[src/rtl/pll_pkg.sv]
package pll_pkg;
  parameter int unsigned PLL_NW = 14;

  typedef struct packed {
    logic up;
    logic dn;
  } pump_t;
endpackage

[src/rtl/pll_band_sel.sv]
module pll_band_sel (
  input  logic band_fm_i,
  input  logic vco_am_i,
  input  logic vco_fm_i,
  output logic tick_o
);
  assign tick_o = band_fm_i ? vco_fm_i : vco_am_i;
endmodule

[src/rtl/pll_fb_div.sv]
module pll_fb_div #(
  parameter int unsigned NW = pll_pkg::PLL_NW
) (
  input  logic          clk_i,
  input  logic          rst_ni,
  input  logic          tick_i,
  input  logic [NW-1:0] n_i,
  output logic          fb_o
);
  logic [NW-1:0] cnt_q;
  logic          term;

  assign term = (cnt_q == '0);

  always_ff @(posedge clk_i or negedge rst_ni) begin
    if (!rst_ni) begin
      cnt_q <= '0;
      fb_o  <= 1'b0;
    end else begin
      fb_o <= tick_i & term;
      if (tick_i) begin
        // reload only at terminal count: a new N never truncates a period
        cnt_q <= term ? n_i : cnt_q - 1'b1;
      end
    end
  end
endmodule

[src/rtl/pll_pfd.sv]
module pll_pfd (
  input  logic           clk_i,
  input  logic           rst_ni,
  input  logic           fb_i,
  input  logic           ref_i,
  output pll_pkg::pump_t pump_o
);
  pll_pkg::pump_t q, d;
  logic           clr;

  assign clr = q.up & q.dn;

  always_comb begin
    if (clr) begin
      d = '0;
    end else begin
      d.up = q.up | fb_i;
      d.dn = q.dn | ref_i;
    end
  end

  always_ff @(posedge clk_i or negedge rst_ni) begin
    if (!rst_ni) q <= '0;
    else         q <= d;
  end

  assign pump_o = q;
endmodule

[src/rtl/pll_div_pfd.sv]
module pll_div_pfd #(
  parameter int unsigned NW = pll_pkg::PLL_NW
) (
  input  logic          clk_i,
  input  logic          rst_ni,
  input  logic          vco_am_i,
  input  logic          vco_fm_i,
  input  logic          band_fm_i,
  input  logic [NW-1:0] n_val_i,
  input  logic          ref_tick_i,
  output logic          fb_pulse_o,
  output logic          pump_up_o,
  output logic          pump_dn_o
);
  logic           sel_tick;
  pll_pkg::pump_t pump;

  pll_band_sel u_sel (
    .band_fm_i (band_fm_i),
    .vco_am_i  (vco_am_i),
    .vco_fm_i  (vco_fm_i),
    .tick_o    (sel_tick)
  );

  pll_fb_div #(.NW(NW)) u_div (
    .clk_i  (clk_i),
    .rst_ni (rst_ni),
    .tick_i (sel_tick),
    .n_i    (n_val_i),
    .fb_o   (fb_pulse_o)
  );

  pll_pfd u_pfd (
    .clk_i  (clk_i),
    .rst_ni (rst_ni),
    .fb_i   (fb_pulse_o),
    .ref_i  (ref_tick_i),
    .pump_o (pump)
  );

  assign pump_up_o = pump.up;
  assign pump_dn_o = pump.dn;
endmodule

[config.mk]
export PLATFORM = sky130hd
export DESIGN_NAME = pll_div_pfd
export DESIGN_NICKNAME = d
export VERILOG_FILES = /design/src/rtl/pll_pkg.sv /design/src/rtl/pll_band_sel.sv /design/src/rtl/pll_fb_div.sv /design/src/rtl/pll_pfd.sv /design/src/rtl/pll_div_pfd.sv
export SDC_FILE = /design/constraint.sdc
export NUM_CORES = 1
export LEC_CHECK = 0
export ABC_CLOCK_PERIOD_IN_PS = 2300
export CAP_MARGIN = 30
export CORE_ASPECT_RATIO = 0.8
export CORE_MARGIN = 2
export CORE_UTILIZATION = 40
export DETAILED_ROUTE_END_ITERATION = 16
export MAX_ROUTING_LAYER = met4
export PLACE_DENSITY = 0.68
export SETUP_SLACK_MARGIN = 0.5
export SLEW_MARGIN = 10
export SYNTH_ARGS = -nofsm -noshare
export SYNTH_HDL_FRONTEND = slang
export SYNTH_SLANG_ARGS = --single-unit
[constraint.sdc]
create_clock -name clk_i -period 2.3 [get_ports clk_i]
set_input_delay 0.69 -clock clk_i [delete_from_list [all_inputs] [get_ports clk_i]]
set_output_delay 0.69 -clock clk_i [all_outputs]
set_load 0.005 [all_outputs]
==> impl.org, run 1 <==
** Status
- The flow ran to the end, and the final reports show no timing, DRC or antenna violations.

** Synthesis
- For this run, the number of Yosys warnings is 0.
- Counting every instance in the synthesized netlist gives 99.
- The number of nets in the synthesized netlist is 120.
- For this run, the register share of the synthesized area comes to 42.9%.
- Synth Cell Area :: approximately 990 um2
- A synthesized cell averages 10.0 um2.
- Number of unique standard cell types used by synthesis :: 41
- Synthesis inferred 17 register bits.

** Timing
- Number of setup violations in the final report :: 0
- For the pin with the worst max-slew slack, the measured transition is 0.492 ns.
- Worst slew margin relative to its limit :: roughly two thirds
- Setup repair after global routing could not meet its margin everywhere.
- Counting I/O delays and the setup requirement, the final critical path takes ~1.8 ns.
- Final clock period utilization by the worst path :: 78.4%
- For the final database, setup skew stands at 0.00304 ns.
- The max-slew violation count came to 0.
- The number of failing hold endpoints at the final stage was 0.
- Peak clock frequency supported by timing :: between 0.5 and 0.6 GHz
- Post-route setup TNS :: 0 ns

** Global routing
- Via count of the first global-routing pass :: between 800 and 900
- Global routing used between 15 and 20% of the available tracks.
- Maximum number of pins on one net before global-route repair :: 18
- The number of antenna violations at the first check in global routing is 0.
- GRT overflow :: 0
- Global-route wire length before repair :: about 3.9 mm

** Critical path
- CP required :: 2.49 ns
- The startpoint identified for the worst register-to-register timing path is u_div.cnt_q[0]$_DFFE_PN0P_.
- Crit path largest cell delay :: 0.45 ns
- Ordered cell list for the critical path :: inv_2 -> ha_4 -> or3b_4 -> nor4_4 -> nand3b_1 -> mux2_4
- The number of cells on the worst reg-to-reg path is 6.
- Along the worst path, the maximum fanout reaches 4.
- Setup crit start kind :: register
- Critical path buffer and inverter count :: 1
- CP delay by family, top :: simple AND/OR/NAND/NOR gates
- In this run the critical register-to-register path is captured at u_div.cnt_q[12]$_DFFE_PN0P_.
- Category of the critical setup timing path :: reg -> reg
- Kind of end point of the critical path :: register
- Arrival time of the worst setup path :: 1.99 ns
- Across all register-to-register paths, the minimum setup slack is 0.50 ns.
- The largest individual stage delay along the critical path comes from the cell dfrtp_2.

** Place
- Routability-driven placement finished with a final weighted congestion of 0.803.
- The count of buffers added on input and output ports is 22.
- Detailed placement ended at an HPWL of 1.61 mm.
- In this run the cell area measured after placement is 0.00127 mm2.

** Clock tree
- Maximum level of the CTS H-tree :: 1
- Clock input transition at the sequential cells of the worst setup and hold paths :: about 0.10 ns
- The longest clock path from root to sink contains 2 buffers.
- TritonCTS created 3 clock buffers.
- TritonCTS Sinks :: 17
- The tree is rooted in a clkbuf_4.
- CTS tree :: built
- Latest clock arrival within the worst-skew pair :: 0.29 ns
- CTS hold repair buffers :: 0

** Detailed routing
- Number of remaining DRC errors :: 0
- Once detail routing completed, the nets flagged for antenna violations numbered 0.
- Using the TritonRoute via totals, the vias-per-cell ratio works out to 5.43.
- First-pass detailed-route iteration total :: 4
- For this block, the via count after detailed routing is between 800 and 900.
- The routed design has 2.30 mm of wire.
- Violation count after the first detailed-route iteration :: 21
- In the final routed layout, each cell accounts on average for 14.0 um.

** Floorplan
- Once the floorplan was initialized, standard cells occupied 41.3% of the core.
- Measured along the y axis, the die boundary spans 48.5 um.
- Area of the placeable core :: roughly 0.0024 mm2
- After floorplanning, the core was divided into 16 placement rows.
- Die W :: between 50 and 60 um
- Die area :: just under 0.003 mm2
- In this run the count of I/O pins placed on the die edge is 23.

** Hold path
- In this run the worst hold path is classified as reg -> reg.
- Hold Path Depth :: 2
- For hold timing, the worst endpoint is u_pfd.pump_o[1]$_DFF_PN0_.
- Worst hold start :: u_div.fb_o$_DFF_PN0_

** Cells and area
- Antenna diodes :: 0
- Commonest cells after routing, fill and taps aside :: 16 x clkdlybuf4s50_1, 15 x dfrtp_1, 12 x buf_4, 9 x inv_1
- Compared with the post-synthesis result, the final layout area differs by 44.3%.
- The net count of the finished layout is between 150 and 200.
- Ratio of cells with drive above 1 in the final layout :: 27.7%
- Most frequent standard cell in the layout excluding fill and tap cells :: clkdlybuf4s50_1
- Summing all non-filler instances in the final layout gives an area of ~0.0014 mm2.

** Power
- Leakage dissipation :: 0.637 nW
- Power per cell area :: 744 mW/mm2
- Across the VDD grid, the largest voltage drop is roughly 0.4 mV.

** Job
- Number of violations of the max-capacitance limit :: 0
[kinds of logic after synthesis]
kind of cell / Yosys count / synth area share [%]
buffers and inverters: 12 / 4.67
adder cells (fa/ha/maj): 1 / 1.26
flip-flops: 17 / 42.9
AO/OA/AOI/OAI: 25 / 16.9
AND/OR/NAND/NOR: 36 / 25.1
multiplexers: 8 / 9.20
[worst max path at each step]
stage                                    start                     endpoint  slack [ns]  cells past startpoint
global placement                     band_fm_i  u_div.cnt_q[12]$_DFFE_PN0P_        0.06                      5
global route        u_div.cnt_q[0]$_DFFE_PN0P_  u_div.cnt_q[12]$_DFFE_PN0P_        0.43                      6
floorplan           u_div.cnt_q[0]$_DFFE_PN0P_  u_div.cnt_q[12]$_DFFE_PN0P_        0.52                      6
finish              u_div.cnt_q[0]$_DFFE_PN0P_  u_div.cnt_q[12]$_DFFE_PN0P_        0.50                      6
CTS                 u_div.cnt_q[0]$_DFFE_PN0P_  u_div.cnt_q[12]$_DFFE_PN0P_        0.45                      6
detailed placement                   band_fm_i  u_div.cnt_q[12]$_DFFE_PN0P_        0.01                      5
[final cells by class]
cell class,instances,area (um2)
tap,27,33.8
inverter,10,37.5
fill,220,971
clock buffer,3,22.5
sequential,17,428
multi-input combinational,70,578
timing repair buffer,36,327
clock inverter,1,5.00
[layer usage]
layer | vias to the layer above | share of wire [%] | global-route usage [%]
li1 | 440 | - | -
met1 | 428 | 46 | 22.9
met2 | 20 | 47 | 28.1
met3 | 2 | 5.4 | 5.61
met4 | 0 | 0.65 | 3.33
met5 | - | 0 | -
[Yosys cell counts (all sizes together)]
cell / instances / area, um2
nand4: 2 / 12.5
nor4b: 1 / 15.0
clkbuf: 1 / 3.75
a31oi: 1 / 6.26
mux2: 3 / 37.5
nor2: 6 / 22.5
dfrtp: 17 / 425
o31ai: 1 / 7.51
o22ai: 1 / 6.26
mux2i: 5 / 53.8
nand2b: 2 / 12.5
or3: 2 / 17.5
inv: 10 / 37.5
buf: 1 / 5.00
a21oi: 5 / 25.0
nor3: 5 / 35.0
o32ai: 1 / 8.76
a2bb2oi: 2 / 17.5
or3b: 1 / 11.3
o21ai: 7 / 35.0
and3: 2 / 12.5
ha: 1 / 12.5
o22a: 2 / 17.5
nor3b: 1 / 7.51
nand3: 1 / 5.00
nand3b: 1 / 7.51
nand2: 6 / 22.5
and2: 2 / 12.5
a41oi: 1 / 8.76
o211ai: 1 / 7.51
nor4: 4 / 55.1
a211oi: 2 / 20.0
o21bai: 1 / 7.51
[metrics by stage]
stage          setup slack (ns)  util (%)  std cells  total power [W]  hold WS [ns]
3_3_place_gp             0.0633      52.8        150         0.000839         0.486
4_1_cts                   0.454      56.4        159          0.00104         0.532
3_5_place_dp             0.0123      52.8        150         0.000850         0.495
6_report                  0.496      59.6        164          0.00107         0.525
5_1_grt                   0.429      59.6        164          0.00116         0.558
2_1_floorplan             0.520         -         99         0.000740         0.394
[what timing repair did]
action | in CTS | in global routing
gates cloned | 0 | 1
gates resized for setup | 9 | 10
buffers inserted | 5 | 4
setup endpoints to repair | 14 | 11
pin swaps | 3 | 2
[worst min-delay path, cell delays in order (launching register included)]
cell and delay [ns]:
dfrtp_1 0.39, inv_1 0.05, mux2i_1 0.05
[sequential cells by signal, indices dropped and copies added (netlist names)]
name          flops
u_div.cnt_q      14
u_div.fb_o        1
u_pfd.pump_o      2
[power breakdown]
group          internal, W  total (W)  switching, W
Combinational     0.000209   0.000376      0.000167
Clock            0.0000647   0.000161     0.0000963
Sequential        0.000390   0.000528      0.000138
Power figures use the tool's default switching activity.
==> run 2, diff against run 1 <==
--- a/config.mk
+++ b/config.mk
@@ -5,14 +5,14 @@
 export SDC_FILE = /design/constraint.sdc
 export NUM_CORES = 1
 export LEC_CHECK = 0
-export ABC_CLOCK_PERIOD_IN_PS = 2300
+export ABC_CLOCK_PERIOD_IN_PS = 1600
 export CAP_MARGIN = 30
 export CORE_ASPECT_RATIO = 0.8
 export CORE_MARGIN = 2
 export CORE_UTILIZATION = 40
 export DETAILED_ROUTE_END_ITERATION = 16
 export MAX_ROUTING_LAYER = met4
-export PLACE_DENSITY = 0.68
+export PLACE_DENSITY = 0.71
 export SETUP_SLACK_MARGIN = 0.5
 export SLEW_MARGIN = 10
 export SYNTH_ARGS = -nofsm -noshare
==> constraint.sdc (replaced) <==
create_clock -name clk_i -period 1.6 [get_ports clk_i]
set_input_delay 0.48 -clock clk_i [delete_from_list [all_inputs] [get_ports clk_i]]
set_output_delay 0.48 -clock clk_i [all_outputs]
set_load 0.005 [all_outputs]
==> impl.org, run 2 (same netlist as run 1, synthesis figures left out) <==
** Status
- Run status :: complete, but fails checks
- The final reports fail on negative setup slack.

** Hold path
- The min-delay analysis places its worst path in the category in -> async.

** Timing
- Max-slew violation count :: 0 (unchanged)
- The maximum clock rate is 0.540 GHz (-2.6%).
- Final setup skew :: 0.00729 ns (+0.00425 ns)
- Number of setup violations in the final report :: 15 (+15)
- The final hold slack is 0.501 ns (-0.0236 ns).
- The number of failing hold endpoints at the final stage was 0 (unchanged).
- The relative max-transition margin is 75.6% (+8.7 points).
- The transition at the pin with the smallest max-transition slack came to 0.364 ns (-0.128 ns).
- The final worst-path cycle share came to 116% (+37 points).
- Setup slack after layout :: -0.252 ns (-0.748 ns)
- Setup repair after global routing could not meet its margin everywhere.
- The final critical path time including I/O delays and setup is 1.85 ns (+0.0479 ns).

** Clock tree
- Clock input transition at the sequential cells of the worst setup and hold paths :: 0.11 ns (about the same)
- Root buffer cell :: clkbuf_4
- The H-tree level count was 1 (unchanged).
- CTS tree :: built
- Maximum root-to-sink buffer count :: 2 (unchanged)
- The count of clock tree sinks came to 17 (unchanged).
- The number of buffers added by the clock tree synthesis step came to 3 (unchanged).
- Latest clock arrival within the worst-skew pair :: 0.30 ns (about the same)

** Floorplan
- The vertical extent of the die came to 48.5 um (unchanged).
- Standard-cell rows :: 16 (unchanged)
- The effective utilization at floorplan came to 41.3% (unchanged).
- The area inside the core boundary was 0.00240 mm2 (unchanged).
- Die area :: 0.00290 mm2 (unchanged)
- The number of I/O pins was 23 (unchanged).
- The width of the die was 59.7 um (unchanged).

** Critical path
- STA classifies the critical path endpoint as a register.
- The number of buffers and inverters on the critical path came to 4 (+3).
- The largest stage delay on the critical path came to 0.40 ns (-0.05 ns).
- The critical path is of the reg -> reg type.
- Critical path fanouts, max :: 4 (unchanged)
- CP delay by family, top :: buffers and inverters
- The required time of the critical path was 1.79 ns (-0.70 ns).
- STA classifies the critical path startpoint as a register.
- The critical path starts at u_div.cnt_q[0]$_DFFE_PN0P_.
- Ordered cell list for the critical path :: inv_2 -> ha_4 -> buf_6 -> nor3b_4 -> nand4_1 -> buf_4 -> buf_6 -> o32ai_2 -> a21oi_1
- The data arrival time of the worst path was 2.05 ns (+0.06 ns).
- Startpoint of the lowest-slack register-to-register path :: u_div.cnt_q[0]$_DFFE_PN0P_
- CP dominant cell by count :: buf_6
- Among all stages on the critical path, the largest delay is contributed by dfrtp_1.

** Power
- Power per cell area :: 1140 mW/mm2 (+53%)
- The worst vdd rail ir drop was 0.865 mV (+120%).
- Leakage dissipation :: 0.746 nW (+17%)

** Cells and area
- Filler-free cell count of the finished design :: 184 (+12%)
- Counting flops per register, the top entry is u_div.cnt_q.
- Antenna diodes :: 0 (unchanged)
- Area grow syn2layout :: 69.0%
- In the layout the commonest cells are 29 x buf_4, 19 x clkdlybuf4s50_1, 17 x dfrtp_1, 7 x inv_1, 6 x nand2_1.
- Leaving out fill and tap cells, the most frequent cell in the layout is buf_4.
- Nets :: 179 (+13%)
- The number of flip-flops in the largest register came to 14 (unchanged).
- The total of fill cells in the finished design is 185 (-16%).
- Ratio of cells with drive above 1 in the final layout :: 46.5% (+19 points)

** Detailed routing
- The wire length per cell after detailed routing is 14.8 um (+5.9%).
- The number of vias in the routed layout is 1005 (+13%).
- Antenna viol nets, final :: 0 (unchanged)
- Number of remaining DRC errors :: 0 (unchanged)
- Violation count after the first detailed-route iteration :: 42 (+100%)
- The vias per cell was 5.46 (+0.65%).
- The final wirelength was 2.73 mm (+19%).
- The number of optimization iterations in the first detailed-route pass is 4 (unchanged).

** Job
- Number of violations of the max-capacitance limit :: 0 (unchanged)

** Place
- The final RePlAce weighted congestion came to 0.824 (+2.6%).
- PortBufs :: 22 (unchanged)
- The cell count after placement is 174 (+16%).
- HPWL reported at the end of detailed placement :: 1.92 mm (+20%)
- Pre-CTS setup slack :: -0.466 ns (-0.478 ns)

** Global routing
- Global-route usage over all layers :: 20.9% (+3.0 points)
- The number of global-route vias before repair was 1000 (+19%).
- Maximum number of pins on one net before global-route repair :: 18 (unchanged)
- The global-route wire length before repair is 4.48 mm (+16%).
- The number of antenna violations at the first check in global routing is 0 (unchanged).
- The total overflow reported by the global router is 0 (unchanged).
[run 2: changes by cell type in the layout (fill, tap and decap cells not counted), moves of 3 or more]
cell             delta
buf_4              +17
buf_6               +4
dlygate4sd2_1       -4
clkdlybuf4s50_1     +3
o21ai_2             +3
[run 2: where the power goes]
group,internal (W),switching (W),leakage [nW]
sequential,0.000558,0.0000987,0.204
combinational,0.000546,0.000466,0.524
clock,0.0000931,0.000153,0.0177
total,0.00120,0.000717,0.746
[run 2: per-stage QoR]
| stage | TNS (ns) | instance area, um2 | power [W] | util, % |
|---|---|---|---|---|
| floorplan | -0.324 | 1020 | 0.00108 | - |
| global placement | -4.81 | 1470 | 0.00145 | 61.1 |
| detailed placement | -5.23 | 1470 | 0.00149 | 61.1 |
| CTS | -1.03 | 1610 | 0.00184 | 67.0 |
| global route | -3.24 | 1680 | 0.00206 | 69.8 |
| finish | -2.30 | 1680 | 0.00191 | 69.8 |
[run 2: layer usage]
metal	track usage, %	routed length (um)
met5	-	0
met2	34.2	1380
met4	3.33	27
met3	5.35	164
met1	26.2	1160
[run 2: path summary, 6_finish.rpt]
| kind | to | slack (ns) | depth (start not counted) |
|---|---|---|---|
| worst max-delay path | u_div.cnt_q[9]$_DFFE_PN0P_ | -0.25 | 9 |
| worst min-delay path | u_pfd.pump_o[1]$_DFF_PN0_ | 0.50 | 2 |
| worst max register to register | u_div.cnt_q[9]$_DFFE_PN0P_ | -0.25 | 9 |
| worst min register to register | u_pfd.pump_o[1]$_DFF_PN0_ | 0.52 | 2 |
| max in group asynchronous | u_div.cnt_q[5]$_DFFE_PN0P_ | 0.90 | 2 |
| min in group clk_i | u_pfd.pump_o[1]$_DFF_PN0_ | 0.52 | 2 |
[run 2: final cells by class]
cell class	instances	area [um2]	share of cell area, %
clock inverters	1	5.00	0.299
well taps	27	33.8	2.01
clock buffers	3	22.5	1.34
flip-flops and latches	17	425	25.4
multi-input cells	70	673	40.1
inverters	10	37.5	2.24
repair buffers	56	479	28.6
[run 2: what timing repair did]
item                       in CTS  in global routing
resized for setup              37                  8
hold buffers                    0                  0
buffers inserted                4                  1
setup endpoints to repair      18                 18
pin swaps                       7                  4
cloned                          1                  0
